**config.mk**
```make
export PLATFORM = sky130hd
export DESIGN_NAME = cs_sram_seq
export DESIGN_NICKNAME = d
export VERILOG_FILES = /design/src/rtl/cs_sram_pkg.sv /design/src/rtl/cs_wait_decode.sv /design/src/rtl/cs_gap_select.sv /design/src/rtl/cs_phase_fsm.sv /design/src/rtl/cs_sram_seq.sv
export SDC_FILE = /design/constraint.sdc
export NUM_CORES = 1
export LEC_CHECK = 0
export ABC_AREA = 1
export BUFFER_PORTS_ARGS = -buffer_cell sky130_fd_sc_hd__buf_2
export CAP_MARGIN = 5
export CORE_ASPECT_RATIO = 0.7
export CORE_MARGIN = 5
export CORE_UTILIZATION = 53
export DETAILED_ROUTE_END_ITERATION = 6
export GPL_TIMING_DRIVEN = 0
export HOLD_SLACK_MARGIN = 0.15
export PLACE_DENSITY = 0.94
export SLEW_MARGIN = 20
export SYNTH_ARGS = -nofsm -noshare
export SYNTH_HDL_FRONTEND = slang
export SYNTH_HIERARCHICAL = 1
export SYNTH_SLANG_ARGS = --single-unit
```
**constraint.sdc**
```tcl
create_clock -name clk_i -period 4.2 [get_ports clk_i]
set_input_delay 0 -clock clk_i [delete_from_list [all_inputs] [get_ports clk_i]]
set_output_delay 0 -clock clk_i [all_outputs]
set_load 0.005 [all_outputs]
```
**src/rtl/cs_sram_pkg.sv**
```systemverilog
package cs_sram_pkg;
  localparam int CNT_W = 5;

  typedef enum logic [2:0] {
    PH_IDLE  = 3'd0,
    PH_GAP   = 3'd1,
    PH_SETUP = 3'd2,
    PH_PRE   = 3'd3,
    PH_STRB  = 3'd4,
    PH_POST  = 3'd5,
    PH_HOLD  = 3'd6
  } phase_e;

  typedef struct packed {
    logic [2:0] ads;
    logic [2:0] adh;
    logic [2:0] rds;
    logic [2:0] rdh;
    logic [2:0] wts;
    logic [2:0] wth;
    logic       bsh;
    logic [3:0] wcode;
  } tim_t;
endpackage

```
**src/rtl/cs_wait_decode.sv**
```systemverilog
module cs_wait_decode (
  input  logic [3:0] code_i,
  output logic [4:0] cycles_o
);
  always_comb begin
    if (code_i < 4'd10)      cycles_o = {1'b0, code_i};
    else if (code_i < 4'd14) cycles_o = {code_i, 1'b0} - 5'd9;
    else if (code_i == 4'd14) cycles_o = 5'd21;
    else                     cycles_o = 5'd25;
  end
endmodule

```
**src/rtl/cs_gap_select.sv**
```systemverilog
module cs_gap_select #(
  parameter int AREA_W = 2
) (
  input  logic              clk_i,
  input  logic              rst_ni,
  input  logic              accept_i,
  input  logic              wr_i,
  input  logic [AREA_W-1:0] area_i,
  input  logic [2:0]        gap_wx_i,
  input  logic [2:0]        gap_rw_same_i,
  input  logic [2:0]        gap_rw_diff_i,
  input  logic [2:0]        gap_rr_same_i,
  input  logic [2:0]        gap_rr_diff_i,
  output logic [2:0]        gap_o
);
  logic              prev_vld_q;
  logic              prev_wr_q;
  logic [AREA_W-1:0] prev_area_q;
  logic              same_area;

  assign same_area = (area_i == prev_area_q);

  always_comb begin
    if (!prev_vld_q)    gap_o = 3'd0;
    else if (prev_wr_q) gap_o = gap_wx_i;
    else if (wr_i)      gap_o = same_area ? gap_rw_same_i : gap_rw_diff_i;
    else                gap_o = same_area ? gap_rr_same_i : gap_rr_diff_i;
  end

  always_ff @(posedge clk_i or negedge rst_ni) begin
    if (!rst_ni) begin
      prev_vld_q  <= 1'b0;
      prev_wr_q   <= 1'b0;
      prev_area_q <= '0;
    end else if (accept_i) begin
      prev_vld_q  <= 1'b1;
      prev_wr_q   <= wr_i;
      prev_area_q <= area_i;
    end
  end
endmodule

```
**src/rtl/cs_phase_fsm.sv**
```systemverilog
module cs_phase_fsm
  import cs_sram_pkg::*;
(
  input  logic       clk_i,
  input  logic       rst_ni,
  input  logic       start_i,
  input  logic [2:0] gap_i,
  input  logic [2:0] ads_i,
  input  logic [2:0] pre_i,
  input  logic [4:0] wait_i,
  input  logic [2:0] post_i,
  input  logic [2:0] adh_i,
  input  logic       bsh_i,
  output logic       idle_o,
  output logic       aen_o,
  output logic       cs_act_o,
  output logic       strb_act_o,
  output logic       strb_last_o,
  output logic       bs_act_o
);
  phase_e           phase_q, nxt;
  logic [CNT_W-1:0] cnt_q, ld;
  logic             advance;
  logic [1:0]       cs_age_q;
  logic             nz_gap, nz_ads, nz_pre, nz_post, nz_adh;

  assign nz_gap  = |gap_i;
  assign nz_ads  = |ads_i;
  assign nz_pre  = |pre_i;
  assign nz_post = |post_i;
  assign nz_adh  = |adh_i;

  // zero-length phases are skipped
  always_comb begin
    case (phase_q)
      PH_IDLE:  nxt = nz_gap ? PH_GAP : nz_ads ? PH_SETUP : nz_pre ? PH_PRE : PH_STRB;
      PH_GAP:   nxt = nz_ads ? PH_SETUP : nz_pre ? PH_PRE : PH_STRB;
      PH_SETUP: nxt = nz_pre ? PH_PRE : PH_STRB;
      PH_PRE:   nxt = PH_STRB;
      PH_STRB:  nxt = nz_post ? PH_POST : nz_adh ? PH_HOLD : PH_IDLE;
      PH_POST:  nxt = nz_adh ? PH_HOLD : PH_IDLE;
      default:  nxt = PH_IDLE;
    endcase
  end

  always_comb begin
    case (nxt)
      PH_GAP:   ld = {2'b00, gap_i} - 5'd1;
      PH_SETUP: ld = {2'b00, ads_i} - 5'd1;
      PH_PRE:   ld = {2'b00, pre_i} - 5'd1;
      PH_STRB:  ld = wait_i;
      PH_POST:  ld = {2'b00, post_i} - 5'd1;
      PH_HOLD:  ld = {2'b00, adh_i} - 5'd1;
      default:  ld = '0;
    endcase
  end

  assign advance = (phase_q == PH_IDLE) ? start_i : (cnt_q == '0);

  always_ff @(posedge clk_i or negedge rst_ni) begin
    if (!rst_ni) begin
      phase_q <= PH_IDLE;
      cnt_q   <= '0;
    end else if (advance) begin
      phase_q <= nxt;
      cnt_q   <= ld;
    end else if (cnt_q != '0) begin
      cnt_q <= cnt_q - 5'd1;
    end
  end

  assign idle_o      = (phase_q == PH_IDLE);
  assign aen_o       = (phase_q != PH_IDLE) && (phase_q != PH_GAP);
  assign cs_act_o    = (phase_q == PH_PRE) || (phase_q == PH_STRB) || (phase_q == PH_POST);
  assign strb_act_o  = (phase_q == PH_STRB);
  assign strb_last_o = (phase_q == PH_STRB) && (cnt_q == '0);

  always_ff @(posedge clk_i or negedge rst_ni) begin
    if (!rst_ni)                         cs_age_q <= 2'd0;
    else if (!cs_act_o)                  cs_age_q <= 2'd0;
    else if (cs_age_q != 2'd2)           cs_age_q <= cs_age_q + 2'd1;
  end

  assign bs_act_o = cs_act_o && ((cs_age_q == 2'd0) || ((cs_age_q == 2'd1) && bsh_i));
endmodule

```
**src/rtl/cs_sram_seq.sv**
```systemverilog
module cs_sram_seq
  import cs_sram_pkg::*;
#(
  parameter int ADDR_W = 24,
  parameter int DATA_W = 32,
  parameter int AREA_W = 2
) (
  input  logic              clk_i,
  input  logic              rst_ni,
  input  logic              req_valid_i,
  output logic              req_ready_o,
  input  logic              req_write_i,
  input  logic [AREA_W-1:0] req_area_i,
  input  logic [ADDR_W-1:0] req_addr_i,
  input  logic [DATA_W-1:0] req_wdata_i,
  input  logic [31:0]       cfg_timing_i,
  input  logic [31:0]       cfg_gap_i,
  output logic              rsp_valid_o,
  output logic [DATA_W-1:0] rsp_rdata_o,
  output logic [ADDR_W-1:0] bus_addr_o,
  output logic              bus_aen_o,
  output logic              bus_cs_no,
  output logic              bus_rd_no,
  output logic              bus_we_no,
  output logic              bus_bs_no,
  output logic [DATA_W-1:0] bus_wdata_o,
  input  logic [DATA_W-1:0] bus_rdata_i
);
  localparam int BYTES = DATA_W / 8;

  tim_t              tim_live, tim_q, tim_use;
  logic              accept;
  logic              wr_q, wr_use;
  logic [ADDR_W-1:0] addr_q;
  logic [DATA_W-1:0] wdata_q, rdata_q, mask;
  logic [1:0]        width_q;
  logic              rsp_q;
  logic [2:0]        gap, pre_len, post_len;
  logic [4:0]        wait_cyc;
  logic              idle, aen, cs_act, strb_act, strb_last, bs_act;
  logic              unused_cfg;

  assign tim_live.ads   = cfg_timing_i[30:28];
  assign tim_live.adh   = cfg_timing_i[26:24];
  assign tim_live.rds   = cfg_timing_i[22:20];
  assign tim_live.rdh   = cfg_timing_i[18:16];
  assign tim_live.wts   = cfg_timing_i[14:12];
  assign tim_live.wth   = cfg_timing_i[10:8];
  assign tim_live.bsh   = cfg_timing_i[4];
  assign tim_live.wcode = cfg_timing_i[3:0];

  assign unused_cfg = ^{cfg_timing_i[31], cfg_timing_i[27], cfg_timing_i[23], cfg_timing_i[19],
                        cfg_timing_i[15], cfg_timing_i[11], cfg_timing_i[7:5],
                        cfg_gap_i[31:22], cfg_gap_i[19], cfg_gap_i[15], cfg_gap_i[11],
                        cfg_gap_i[7], cfg_gap_i[3]};

  assign req_ready_o = idle;
  assign accept      = req_valid_i && idle;

  // lengths come from the live word in the accept cycle, latched copy afterwards
  assign tim_use  = accept ? tim_live : tim_q;
  assign wr_use   = accept ? req_write_i : wr_q;
  assign pre_len  = wr_use ? tim_use.wts : tim_use.rds;
  assign post_len = wr_use ? tim_use.wth : tim_use.rdh;

  always_ff @(posedge clk_i or negedge rst_ni) begin
    if (!rst_ni) begin
      tim_q   <= '0;
      wr_q    <= 1'b0;
      addr_q  <= '0;
      wdata_q <= '0;
      width_q <= 2'd0;
    end else if (accept) begin
      tim_q   <= tim_live;
      wr_q    <= req_write_i;
      addr_q  <= req_addr_i;
      wdata_q <= req_wdata_i;
      width_q <= cfg_gap_i[21:20];
    end
  end

  cs_wait_decode u_wait (
    .code_i   (tim_use.wcode),
    .cycles_o (wait_cyc)
  );

  cs_gap_select #(.AREA_W(AREA_W)) u_gap (
    .clk_i         (clk_i),
    .rst_ni        (rst_ni),
    .accept_i      (accept),
    .wr_i          (req_write_i),
    .area_i        (req_area_i),
    .gap_wx_i      (cfg_gap_i[18:16]),
    .gap_rw_diff_i (cfg_gap_i[14:12]),
    .gap_rw_same_i (cfg_gap_i[10:8]),
    .gap_rr_diff_i (cfg_gap_i[6:4]),
    .gap_rr_same_i (cfg_gap_i[2:0]),
    .gap_o         (gap)
  );

  cs_phase_fsm u_fsm (
    .clk_i       (clk_i),
    .rst_ni      (rst_ni),
    .start_i     (accept),
    .gap_i       (gap),
    .ads_i       (tim_use.ads),
    .pre_i       (pre_len),
    .wait_i      (wait_cyc),
    .post_i      (post_len),
    .adh_i       (tim_use.adh),
    .bsh_i       (tim_use.bsh),
    .idle_o      (idle),
    .aen_o       (aen),
    .cs_act_o    (cs_act),
    .strb_act_o  (strb_act),
    .strb_last_o (strb_last),
    .bs_act_o    (bs_act)
  );

  // byte-lane mask from width code: 1 = 8, 2 = 16, 0/3 = full
  for (genvar b = 0; b < BYTES; b++) begin : g_lane
    logic keep;
    if (b == 0) begin : g_b0
      assign keep = 1'b1;
    end else if (b == 1) begin : g_b1
      assign keep = (width_q != 2'd1);
    end else begin : g_bn
      assign keep = (width_q == 2'd0) || (width_q == 2'd3);
    end
    assign mask[b*8 +: 8] = {8{keep}};
  end

  always_ff @(posedge clk_i or negedge rst_ni) begin
    if (!rst_ni) begin
      rsp_q   <= 1'b0;
      rdata_q <= '0;
    end else begin
      rsp_q <= strb_last && !wr_q;
      if (strb_last && !wr_q) rdata_q <= bus_rdata_i & mask;
    end
  end

  assign rsp_valid_o = rsp_q;
  assign rsp_rdata_o = rdata_q;
  assign bus_addr_o  = addr_q;
  assign bus_aen_o   = aen;
  assign bus_cs_no   = ~cs_act;
  assign bus_rd_no   = ~(strb_act && !wr_q);
  assign bus_we_no   = ~(strb_act && wr_q);
  assign bus_bs_no   = ~bs_act;
  assign bus_wdata_o = wdata_q & mask;
endmodule

```
Yosys cells after proc, flatten, opt, wreduce, memory -nomap -nowiden
Index checks and enable logic that the tools add are counted.

word-level totals
  register bits after elaboration = 129
  input port bits = 158
  output and inout port bits = 95
  logic and storage cells = 104

operators by class
  add/subtract/negate cells = 8
  order comparisons = 2
  eq/ne operators = 19
  mux-type cells = 24
  bitwise gates (word level) = 6
  reduce and logical (&&, ||, !) cells = 25

operators with widths
  kind                                                                    number
  32-bit bitwise AND                                                      2
  3-bit two-way mux                                                       12
  5-bit one-hot mux with 6 select lines                                   1
  23-bit two-way mux                                                      1
  5-bit two-way mux                                                       4
  3-bit by 1-bit subtractor with 4-bit output (second input constant)     5
  3-bit one-hot mux with 6 select lines                                   1
  3-bit equality test (second input constant)                             5
  3-bit OR reduction                                                      5
  3-bit by 2-bit equality test with 1-bit output (second input constant)  4
  1-bit logical AND                                                       8
  4-bit less-than comparator (second input constant)                      2
  3-bit by 1-bit equality test with 1-bit output (second input constant)  2
  5-bit zero test                                                         1
  5-bit nonzero test                                                      1
  5-bit by 1-bit subtractor with 5-bit output (second input constant)     1
  5-bit by 4-bit subtractor with 5-bit output (second input constant)     1
  4-bit equality test (second input constant)                             1
  2-bit zero test                                                         2
  1-bit logical OR                                                        4
  2-bit two-way mux                                                       2
  4-bit two-way mux                                                       1
  2-bit by 1-bit != test with 1-bit output (second input constant)        2
  1-bit NOT                                                               4
  other kinds (11)                                                        12

Longest topological paths before layout
Gate-level depths: netlist of run 1.

  depth in word-level cells = 12
  mapped depth = 22
  gate-level depth less buffers = 21

Cells and area by module
The synthesis of run 1 kept the hierarchy.

by module, submodules not included
  module          times used  cells an instance  area an instance (um^2)  sequential area each (um^2)
  cs_sram_seq     1           566                4709.5                   2877.8
  cs_phase_fsm    1           188                1305.0                   250.2
  cs_gap_select   1           51                 332.8                    100.1
  cs_wait_decode  1           27                 128.9                    0.0

Worst setup path after synthesis of run 1
OpenSTA, ideal clock, no wires.

  path type = register to register
  start point = register u_fsm.phase_q[0]
  end point = register u_fsm.cnt_q[1]
  setup time = 0.124 ns
  data arrival time = 2.557 ns
  data required time = 4.076 ns
  path slack = 1.519 ns
  stages on the path, launching flop included = 22
  path buffers = 1
  clock period less this slack = 2.681 ns
  path through = dfrtp_1 -> nor2_4 -> nand2_4 -> inv_1 -> nand2_1 -> buf_2 -> nand2_1 -> nand2_1 -> nand2_1 -> nand2_1 -> inv_1 -> ha_1 -> ha_1 -> inv_1 -> nand3_2 -> nand3_4 -> nor2_8 -> inv_2 -> nand3b_1 -> nand3_1 -> o21bai_1 -> a21oi_1

on the way
  elaborated cells between the ends (all ways) = 40
  classes of those cells = add/sub (5); order compare (2); eq/ne (11); mux (15); reduce/logical (7)

RTL lines
  what                                                            RTL line            RTL
  from (decl)                                                     cs_phase_fsm.sv:21  phase_e phase_q, nxt;
  from (signal assigned)                                          cs_phase_fsm.sv:65  phase_q <= nxt;
  3-bit zero test *                                               cs_phase_fsm.sv:72  assign idle_o = (phase_q == PH_IDLE);
  named net req_ready_o                                           cs_sram_seq.sv:11   output logic req_ready_o,
  1-bit logical AND *                                             cs_sram_seq.sv:58   assign accept = req_valid_i && idle;
  23-bit two-way mux / 1-bit two-way mux (equally long branches)  n/a
  3-bit two-way mux *                                             cs_sram_seq.sv:64   assign post_len = wr_use ? tim_use.wth : tim_use.rdh;
  named net post_len[0]                                           cs_sram_seq.sv:38   logic [2:0] gap, pre_len, post_len;
  3-bit OR reduction                                              cs_phase_fsm.sv:30  assign nz_post = |post_i;
  3-bit two-way mux                                               cs_phase_fsm.sv:40  PH_STRB: nxt = nz_post ? PH_POST : nz_adh ? PH_HOLD : PH_IDLE;
  3-bit one-hot mux with 6 select lines                           cs_phase_fsm.sv:35  case (phase_q)
  3-bit equality test, or another cell as far along               cs_phase_fsm.sv:47  case (nxt)
  5-bit one-hot mux with 6 select lines *                         cs_phase_fsm.sv:47
  5-bit two-way mux *                                             cs_phase_fsm.sv:64  end else if (advance) begin
  to (signal assigned)                                            cs_phase_fsm.sv:66  cnt_q <= ld;
  to (signal assigned)                                            cs_phase_fsm.sv:68  cnt_q <= cnt_q - 5'd1;
  to (decl)                                                       cs_phase_fsm.sv:22  logic [CNT_W-1:0] cnt_q, ld;

Mark *: on every way through the listed nets, which the timed path passes. The rest lies on a longest branch.
A chain may end at the register's enable or synchronous reset.

==> results.yml, run 1 <==
run_status:
  status: "complete, no violations"
timing:
  layout_setup_ws_ns: 0.348
  setup_viol_count_final: 0
  worstMarginPinSlew_ns: 0.782
  maxSlewViolCount: 0
  slew_headroom_pct: 47.3
  fin_crit_ns: 3.85
  rsz0062_at_grt: "no"
  fin_crit_sh_pct: 91.7
  clock_skew_ns: 0.00934
  hold_viol_final: 0
  finalSetupTns_ns: 0
  fmax_ghz: 0.260
layout:
  regArea_sq_um: 3230
  synthToLayoutAreaGrowth_pct: 51.3
  drive_gt1_share_pct: 27.0
  fillers: 660
  fin_nets: 1384
  multiInputGateArea_sq_um: 2730
drt:
  wire_per_inst_microns: 18.4
  drcViolationCount: 0
  ant_nets: 0
  drtIter0Drc: 581
  via_count: 7538
  routed_wl_microns: 25400
  viasPerCell: 5.46
  drt_pass1_iterations: 7
global_route:
  grt_max_degree: 79
  antenna_found_initial: 1
  grt_pass1_vias: 7997
  grt_pass1_wl_microns: 40400
  grt_remaining_overflow: 0
  grt_util_all_layers_pct: 35.7
critical_path:
  slowest_delay_ns: 0.61
  cp_data_arrival_time_ns: 4.18
  critical_path.top_delay_family: "simple AND/OR/NAND/NOR gates"
  cp.required_ns: 4.53
  cp_max_fo: 10
  worstSetupPathType: "flop to flop"
  end_kind: "flop"
  crit_chain: "nor2_4 -> nand2_4 -> clkinvlp_4 -> clkbuf_4 -> nand3_1 -> dlygate4sd3_1 -> nand2_1 -> nand2_1 -> nand2_1 -> inv_1 -> ha_1 -> ha_1 -> inv_1 -> nand3_2 -> nand2_1 -> nor2_1 -> nand2_1 -> nand4_1 -> nand3_1 -> o21bai_1 -> a21oi_1"
  crit_top_cell: "nand2_1"
  slowest_stage: "dlygate4sd3_1"
  crit_path_start_kind: "flop"
  worst-path-buf-inv: 5
cts:
  cts.sinks: 129
  clk_path_buf_depth: 2
  h-tree-depth: 4
  cts_buffers: 17
  insertion_delay_ns: 0.41
  postCtsSetupBuffers: 0
  tritoncts: "built"
  root_buffer: "clkbuf_16"
  clkSlewWorstSetupHoldPaths_ns: 0.06
floorplan:
  rows: 33
  io_pins: 253
  die-height_microns: 102
  initial_utilization_pct: 54.7
  die_width_microns: 142
  coreArea_sq_um: 11900
  dieArea_sq_um: 14600
place:
  place_ws_ns: 0.806
  io_buffer_count: 228
  hpwlAfterDp_microns: 14100
  gp_congestion: 0.919
power:
  seqPwrFrac_pct: 29.3
  power.density_nw_per_um2: 762
  intPower_w: 0.00417
  p_comb_share_pct: 49.7
  p_clk_share_pct: 21.0
  peakVddDrop_mv: 0.409
  p_sw_share_pct: 44.2
  switchingPower_w: 0.00330
  leakage_nw: 5.50
logic_synthesis:
  syn-cell-area_sq_um: 6480
  synth_cells: 832
  ys_ff_latch: 129
  syn_area_per_cell_sq_um: 7.78
  yosysWarnings: 6
  synth_cell_type_count: 35
  ys_seq_area_share_pct: 49.8
  syn-num-nets: 1006
min_path:
  hold_class: "input pin to asynchronous set/reset pin"
run:
  drv_cap: 0
synthesized netlist by cell type:
library cell  count  share of area [%]
o21bai_1          4               0.46
nand3_1          43                3.3
nor2_4            1               0.17
o21ai_0          45                3.5
ha_1             16                3.1
clkbuf_2          1              0.077
nand4_1          11                1.1
o21ai_2           1               0.14
nand2_2           3               0.29
clkbuf_1          6               0.35
nor2_2            2               0.19
mux2i_1           1               0.15
nand3b_1          1               0.12
inv_2             9               0.52
buf_6             1               0.17
nor2_8            1               0.31
xor2_1            2               0.27
nor3_1            3               0.23
inv_1            76                4.4
nand3_2           7                1.1
xnor2_1           1               0.14
buf_2            18                1.4
nor4_1            1              0.097
or2_2             4               0.39
nand3_4           2               0.54
o211ai_1          1               0.12
nand2_4           6                1.0
nor2_1           34                2.0
o21ai_1           1              0.077
a21oi_1          13                1.0
a21oi_4           2               0.50
dfrtp_1         129                 50
nand2_1         375                 22
a31oi_1           1              0.097
buf_4            10                1.2
power by group through the flow:
stage	combinational (W)	clock [W]	sequential [W]
2_1_floorplan	0.00219	0	0.00210
3_3_place_gp	0.00322	0	0.00209
3_5_place_dp	0.00337	0	0.00212
4_1_cts	0.00352	0.00156	0.00211
5_1_grt	0.00414	0.00163	0.00223
6_report	0.00371	0.00157	0.00219
cells in the final DEF (no fill, tap or decap), types with 2 or more instances in the layout:
cell type and instances:
clkbuf_1 7, nand2_1 375, o21bai_1 4, o21ai_0 45, inv_1 75, buf_2 244, nor2_2 2, nand3_1 43
inv_6 3, buf_4 10, clkinv_4 3, dfrtp_1 129, bufinv_16 3, clkbuf_16 17, dlygate4sd3_1 129, nand3_2 7
a21oi_4 2, nand3_4 2, nand2_2 3, nor3_1 3, nand4_1 11, buf_16 2, xor2_1 2, nor2_1 34
clkinvlp_4 4, ha_1 16, nand2_4 6, inv_2 9, a21oi_1 13, or2_2 4
what timing repair did:
item / 4_1_cts / 5_1_grt
endpoints found under the hold margin: 246 / 0
setup endpoints to repair: 0 / 1
hold buffers: 130 / 0
gates resized for setup: 0 / 2
per-stage QoR:
stage | utilization [%] | hold slack (ns) | instances | total power, W | cell area [sq um]
after floorplan | - | -0.296 | 832 | 0.00429 | 6480
after global placement | 65.9 | 0.192 | 1217 | 0.00531 | 7810
after detailed placement | 66.3 | -0.0559 | 1218 | 0.00549 | 7850
after CTS | 82.6 | 0.163 | 1380 | 0.00719 | 9790
after global routing | 82.7 | 0.206 | 1381 | 0.00799 | 9800
final | 82.7 | 0.190 | 1381 | 0.00747 | 9800
cell families after synthesis:
logic type | share of synthesized area (%)
XOR/XNOR | 0.406
adder cells (fa/ha/maj) | 3.09
flip-flops | 49.8
AO/OA/AOI/OAI | 5.87
buffers and inverters | 8.08
AND/OR/NAND/NOR | 32.6
multiplexers | 0.155
final cells by class:
cell class                      count  area share, %
Multi-Input combinational cell    582           27.8
Clock buffer                       19           4.52
Buffer                             36           2.11
Inverter                           85           3.29
Sequential cell                   129           32.9
Clock inverter                     13           1.80
Timing Repair Buffer              359           25.5
Tap cell                          157           2.00
Antenna cell                        1         0.0255
worst min-delay path: stages:
cell and delay (ns):
dlygate4sd3_1 0.59, buf_8 0.14, buf_16 0.25
layer usage:
layer | part of all wire [%] | track usage (%)
met3 | 12 | 10.5
met2 | 47 | 59.5
met5 | 0 | 0
met4 | 4.6 | 18.3
met1 | 37 | 42.6
state kept, by name, indices dropped and copies added (netlist names), named ones only:
| register | count |
|---|---|
| tim_q | 23 |
| u_fsm/phase_q | 3 |
| u_fsm/cnt_q | 5 |
| rsp_rdata_o | 32 |
| u_fsm/cs_age_q | 2 |
| width_q | 2 |
| wdata_q | 32 |
| u_gap/prev_area_q | 2 |
| rsp_valid_o | 1 |
| u_gap/prev_vld_q | 1 |
| bus_addr_o | 24 |
| u_gap/prev_wr_q | 1 |
path summary, 6_finish.rpt:
path | startpoint | to | slack (ns) | cells after the start
max reg2reg | u_fsm/phase_q[0]$_DFFE_PN0P_ | u_fsm/cnt_q[3]$_DFFE_PN0P_ | 0.35 | 21
min reg2reg | tim_q[9]$_DFF_PN0_ | tim_q[9]$_DFF_PN0_ | 0.47 | 2
min in group clk_i | req_wdata_i[22] | wdata_q[22]$_DFFE_PN0N_ | 0.33 | 4
max in group asynchronous | rst_ni | rsp_rdata_o[12]$_DFFE_PN0P_ | 3.65 | 3
min | rst_ni | bus_addr_o[13]$_DFFE_PN0N_ | 0.19 | 3
max | u_fsm/phase_q[0]$_DFFE_PN0P_ | u_fsm/cnt_q[3]$_DFFE_PN0P_ | 0.35 | 21
(Power assumes the default switching activity.)
==> run 2, diff against run 1 <==
--- a/config.mk
+++ b/config.mk
@@ -10,11 +10,12 @@
 export CAP_MARGIN = 5
 export CORE_ASPECT_RATIO = 0.7
 export CORE_MARGIN = 5
-export CORE_UTILIZATION = 53
+export CORE_UTILIZATION = 49
+export CTS_CLUSTER_DIAMETER = 150
 export DETAILED_ROUTE_END_ITERATION = 6
 export GPL_TIMING_DRIVEN = 0
 export HOLD_SLACK_MARGIN = 0.15
-export PLACE_DENSITY = 0.94
+export PLACE_DENSITY = 0.88
 export SLEW_MARGIN = 20
 export SYNTH_ARGS = -nofsm -noshare
 export SYNTH_HDL_FRONTEND = slang
==> constraint.sdc (replaced) <==
create_clock -name clk_i -period 3.9 [get_ports clk_i]
set_input_delay 0 -clock clk_i [delete_from_list [all_inputs] [get_ports clk_i]]
set_output_delay 0 -clock clk_i [all_outputs]
set_load 0.005 [all_outputs]
==> run 2 against run 1 <==
Power up 3.3%. First-iteration DRC count decreased by 8.8%. Maximum frequency is 5.8% higher. Clock skew rose by 0.0050 ns. Non-clock buffer count increased by 4. Utilization shrank 7.6 points. Clock power decreased by 6%. Die area grew 7.5%. Register-to-register slack worse by 0.09 ns. Global-route usage decreased by 6.8 points. Worst hold slack gained 0.15 ns. Highest routed layer unchanged. Critical path type unchanged. Routed wire length shrank 12%.
==> results.yml, run 2 (synthesis gave the netlist of run 1 again) <==
run_status:
  status: "complete, no violations"
critical_path:
  cp.required_ns: 4.22
  critical_path.top_delay_family: "buffers and inverters"
  crit_top_cell: "nand2_1"
  crit_chain: "inv_2 -> nand2_4 -> clkinvlp_4 -> clkbuf_4 -> nand3_1 -> dlygate4sd3_1 -> nand2_1 -> nand2_1 -> nand2_1 -> inv_1 -> ha_1 -> ha_1 -> inv_1 -> nand3_4 -> nand2_1 -> nor2_1 -> nand2_1 -> nand4_1 -> nand3_1 -> o21bai_1 -> a21oi_1"
  crit_path_start_kind: "flop"
  end_kind: "flop"
  slowest_stage: "dlygate4sd3_1"
  slowest_delay_ns: 0.56
  worstSetupPathType: "flop to flop"
  worst-path-buf-inv: 6
  cp_max_fo: 10
  cp_data_arrival_time_ns: 3.96
power:
  seqPwrFrac_pct: 29.7
  intPower_w: 0.00432
  p_sw_share_pct: 43.9
  peakVddDrop_mv: 0.395
  p_clk_share_pct: 19.2
  leakage_nw: 5.50
  switchingPower_w: 0.00339
  power.density_nw_per_um2: 787
  p_comb_share_pct: 51.0
timing:
  setup_viol_count_final: 0
  holdWs_ns: 0.339
  clock_skew_ns: 0.0144
  maxSlewViolCount: 0
  fmax_ghz: 0.275
  fin_crit_ns: 3.64
  worstMarginPinSlew_ns: 0.784
  slew_headroom_pct: 47.2
  fin_crit_sh_pct: 93.4
  hold_viol_final: 0
place:
  io_buffer_count: 228
  placedInstanceArea_sq_um: 7860
  hpwlAfterDp_microns: 13700
  gp_congestion: 0.925
floorplan:
  coreArea_sq_um: 13100
  dieArea_sq_um: 15700
  die_width_microns: 147
  die-height_microns: 106
  rows: 35
  initial_utilization_pct: 49.6
  io_pins: 253
drt:
  drtIter0Drc: 530
  drcViolationCount: 0
  routed_wl_microns: 22400
  ant_nets: 0
  wire_per_inst_microns: 16.1
  via_count: 7116
  viasPerCell: 5.11
  drt_pass1_iterations: 5
global_route:
  antenna_found_initial: 0
  grt_pass1_wl_microns: 36500
  grtUsageMet2_pct: 47.9
  grtUsageMet1_pct: 36.7
  grt_util_all_layers_pct: 28.9
  use_met3_pct: 7.67
  busiest_layer: "met2"
  grt_max_degree: 81
  grt_pass1_vias: 7417
  grt_remaining_overflow: 0
layout:
  stdcell_area_sq_um: 9800
  fillers: 839
  antenna_cells: 0
  drive_gt1_share_pct: 27.1
  synthToLayoutAreaGrowth_pct: 51.3
  most-common-layout-cells: "nand2_1 (375), buf_2 (244), dlygate4sd3_1 (131)"
  fin_nets: 1388
  final_common_cell: "nand2_1"
  final_util_pct: 75.1
cts:
  clkSlewWorstSetupHoldPaths_ns: 0.06
  root_buffer: "clkbuf_16"
  cts.sinks: 129
  insertion_delay_ns: 0.40
  h-tree-depth: 4
  clk_path_buf_depth: 2
  tritoncts: "built"
  cts_buffers: 17
min_path:
  hold_class: "input pin to flop"
run:
  drv_cap: 0
==> run 2: changes by cell type in the layout (fill, tap and decap cells not counted), sizes merged, moves of 2 or more <==
cell         previous run  this run
clkinv                  3         5
buf                   258       260
bufinv                  3         0
inv                    88        91
dlygate4sd3           129       131
==> run 2: area by class of cell <==
class,instances,area (sq um),share of cell area (%)
plain buffers,36,206,2.11
repair buffers,363,2530,25.9
clock buffers,18,439,4.48
clock inverters,14,121,1.24
flip-flops and latches,129,3230,33.0
inverters,85,323,3.30
multi-input cells,582,2740,27.9
well taps,166,208,2.12
==> run 2: through the flow <==
stage	cells	TNS [ns]	setup slack [ns]	power (W)
final	1393	0	0.257	0.00771
after CTS	1391	0	0.153	0.00753
after detailed placement	1227	0	0.514	0.00589
after floorplan	832	0	1.22	0.00462
after global routing	1393	-0.0321	-0.0286	0.00833
after global placement	1226	0	0.595	0.00574
==> run 2: power groups by stage <==
stage / combinational [W] / sequential, W / clock (W)
floorplan: 0.00235 / 0.00226 / 0
global placement: 0.00348 / 0.00225 / 0
detailed placement: 0.00362 / 0.00227 / 0
CTS: 0.00376 / 0.00226 / 0.00151
global route: 0.00440 / 0.00236 / 0.00158
finish: 0.00393 / 0.00229 / 0.00148
==> run 2: worst paths after layout <==
kind	start	to	slack (ns)	cells past startpoint
worst max-delay path	u_fsm/phase_q[2]$_DFFE_PN0P_	u_fsm/cnt_q[2]$_DFFE_PN0P_	0.26	21
worst min-delay path	req_addr_i[14]	bus_addr_o[14]$_DFFE_PN0N_	0.34	4
worst max register to register	u_fsm/phase_q[2]$_DFFE_PN0P_	u_fsm/cnt_q[2]$_DFFE_PN0P_	0.26	21
worst min register to register	tim_q[6]$_DFF_PN0_	tim_q[6]$_DFF_PN0_	0.47	2
max in group asynchronous	rst_ni	wdata_q[13]$_DFFE_PN0N_	2.82	4
min in group asynchronous	rst_ni	u_fsm/cs_age_q[1]$_DFFE_PN0P_	0.68	4
==> run 2: repair_timing <==
| item | 4_1_cts | 5_1_grt |
|---|---|---|
| hold buffers | 132 | 0 |
| setup buffers | 0 | 2 |
| gates resized for setup | 0 | 4 |
| setup endpoints to repair | 0 | 5 |
| endpoints found under the hold margin | 246 | 0 |
==> run 2: per-layer routing <==
layer  share of wire [%]  up-vias
li1                    -     3347
met1                  41     3311
met2                  46      408
met3                  10       50
met4                 2.4        0
met5                   0        -
==> run 2: worst reg2reg max path, stage by stage (launching register included) <==
cell           delay [ns]
dfrtp_1              0.47
inv_2                0.18
nand2_4              0.12
clkinvlp_4           0.15
clkbuf_4             0.22
nand3_1              0.09
dlygate4sd3_1        0.56
nand2_1              0.11
nand2_1              0.07
nand2_1              0.10
inv_1                0.05
ha_1                 0.19
ha_1                 0.17
inv_1                0.12
nand3_4              0.15
nand2_1              0.10
nor2_1               0.04
nand2_1              0.19
nand4_1              0.14
nand3_1              0.11
o21bai_1             0.08
a21oi_1              0.13
==> run 3, diff against run 2 <==
==> constraint.sdc (replaced) <==
create_clock -name clk_i -period 3.9 [get_ports clk_i]
set_input_delay 0.78 -clock clk_i [delete_from_list [all_inputs] [get_ports clk_i]]
set_output_delay 0.78 -clock clk_i [all_outputs]
set_load 0.005 [all_outputs]
==> run 3 against run 2 <==
Via count down 12%. Global-route usage is 5.9 points lower. Clock skew is 0.00084 ns higher. Critical endpoint unchanged. Non-clock buffer count fell by 134. Utilization shrank 11 points.
==> results.yml, run 3 (synthesis gave the netlist of run 1 again) <==
cts:
  cts_hold_buffers: 0
  cts_buffers: 17
  postCtsSetupBuffers: 0
  h-tree-depth: 4
  tritoncts: "built"
  cts.sinks: 129
  clk_path_buf_depth: 2
  insertion_delay_ns: 0.40
  clkSlewWorstSetupHoldPaths_ns: 0.06
  root_buffer: "clkbuf_16"
  ctsResizeCount: 0
global_route:
  antenna_found_initial: 1
  grt_max_degree: 81
  grt_util_all_layers_pct: 23.0
  grt_pass1_vias: 6081
  grt_pass1_wl_microns: 29200
  grt_remaining_overflow: 0
floorplan:
  rows: 35
  die_width_microns: 147
  io_pins: 253
  initial_utilization_pct: 49.6
  dieArea_sq_um: 15700
  coreArea_sq_um: 13100
  die-height_microns: 106
run_status:
  status: "complete, no violations"
timing:
  fmax_ghz: 0.290
  slew_headroom_pct: 50.3
  holdWs_ns: 0.262
  worstMarginPinSlew_ns: 0.738
  fin_crit_sh_pct: 88.4
  maxSlewViolCount: 0
  setup_viol_count_final: 0
  rsz0062_at_grt: "no"
  clock_skew_ns: 0.0152
  finalSetupTns_ns: 0
  fin_crit_ns: 3.45
  hold_viol_final: 0
layout:
  most-common-layout-cells: "nand2_1 (375), buf_2 (245), dfrtp_1 (129)"
  antenna_cells: 0
  fillers: 1097
  fin_nets: 1254
  final_util_pct: 64.5
  synthToLayoutAreaGrowth_pct: 30.1
  final_common_cell: "nand2_1"
  drive_gt1_share_pct: 30.1
place:
  gp_congestion: 0.925
  io_buffer_count: 228
  hpwlAfterDp_microns: 13700
power:
  power.density_nw_per_um2: 873
  finalPower_w: 0.00736
  peakVddDrop_mv: 0.390
  leakage_nw: 4.96
critical_path:
  worstSetupPathType: "flop to flop"
  end_kind: "flop"
  cp.required_ns: 4.17
  crit_path_start_kind: "flop"
  cp_max_fo: 17
  cp_data_arrival_time_ns: 3.72
drt:
  drt_pass1_iterations: 5
  wire_per_inst_microns: 14.0
  drcViolationCount: 0
  drtIter0Drc: 344
  viasPerCell: 4.97
  via_count: 6252
  routed_wl_microns: 17600
  ant_nets: 0
min_path:
  hold_class: "input pin to asynchronous set/reset pin"
run:
  drv_cap: 0
==> run 3: layout make-up <==
class / count / area, sq um / share of cell area, %
clock buffer: 18 / 439 / 5.21
tap: 166 / 208 / 2.47
timing repair buffer: 229 / 1180 / 14.0
buffer: 36 / 204 / 2.42
clock inverter: 14 / 121 / 1.44
inverter: 85 / 319 / 3.79
sequential: 129 / 3230 / 38.3
multi-input combinational: 582 / 2730 / 32.4
==> run 3: power breakdown <==
group	total [W]	switching (W)	leakage [nW]	internal [W]
sequential	0.00226	0.000295	1.55	0.00196
clock	0.00148	0.000628	0.272	0.000851
combinational	0.00362	0.00225	3.14	0.00137
total	0.00736	0.00317	4.96	0.00419
==> run 3: per-stage QoR <==
step	cells	cell area (sq um)	setup WS, ns
finish	1259	8420	0.453
global route	1259	8420	0.193
CTS	1259	8420	0.493
detailed placement	1227	7860	0.514
global placement	1226	7830	0.354
floorplan	832	6480	1.22
==> run 3: critical path: stages (launching register included) <==
cell and delay, ns:
dfrtp_1 0.46, nor2_4 0.22, nand2_4 0.12, inv_1 0.20, nand2_1 0.13, inv_2 0.18, buf_2 0.34, nand2_1 0.09
nand2_1 0.11, inv_1 0.07, ha_1 0.20, ha_1 0.20, nand3_1 0.16, inv_1 0.09, nand3_1 0.09, nand2_1 0.16
nand4_1 0.15, nand3_1 0.09, o21bai_1 0.17, a21oi_1 0.08
==> run 3: per-layer routing <==
layer | vias to the layer above | global-route usage [%] | part of all wire [%]
met5 | - | 0 | 0.074
met4 | 2 | 5.45 | 1.1
met3 | 19 | 6.65 | 8.8
met2 | 257 | 36.2 | 44
met1 | 2902 | 31.8 | 46
li1 | 3072 | - | -
==> run 3: worst paths after layout <==
path	from	end	slack [ns]	cells past startpoint
max in group asynchronous	rst_ni	width_q[1]$_DFFE_PN0N_	2.89	2
setup / recovery	u_fsm/phase_q[0]$_DFFE_PN0P_	u_fsm/cnt_q[2]$_DFFE_PN0P_	0.45	19
hold reg to reg	tim_q[6]$_DFF_PN0_	tim_q[6]$_DFF_PN0_	0.47	2
min in group clk_i	tim_q[6]$_DFF_PN0_	tim_q[6]$_DFF_PN0_	0.47	2
hold / removal	rst_ni	u_fsm/cs_age_q[1]$_DFFE_PN0P_	0.26	1
setup reg to reg	u_fsm/phase_q[0]$_DFFE_PN0P_	u_fsm/cnt_q[2]$_DFFE_PN0P_	0.45	19
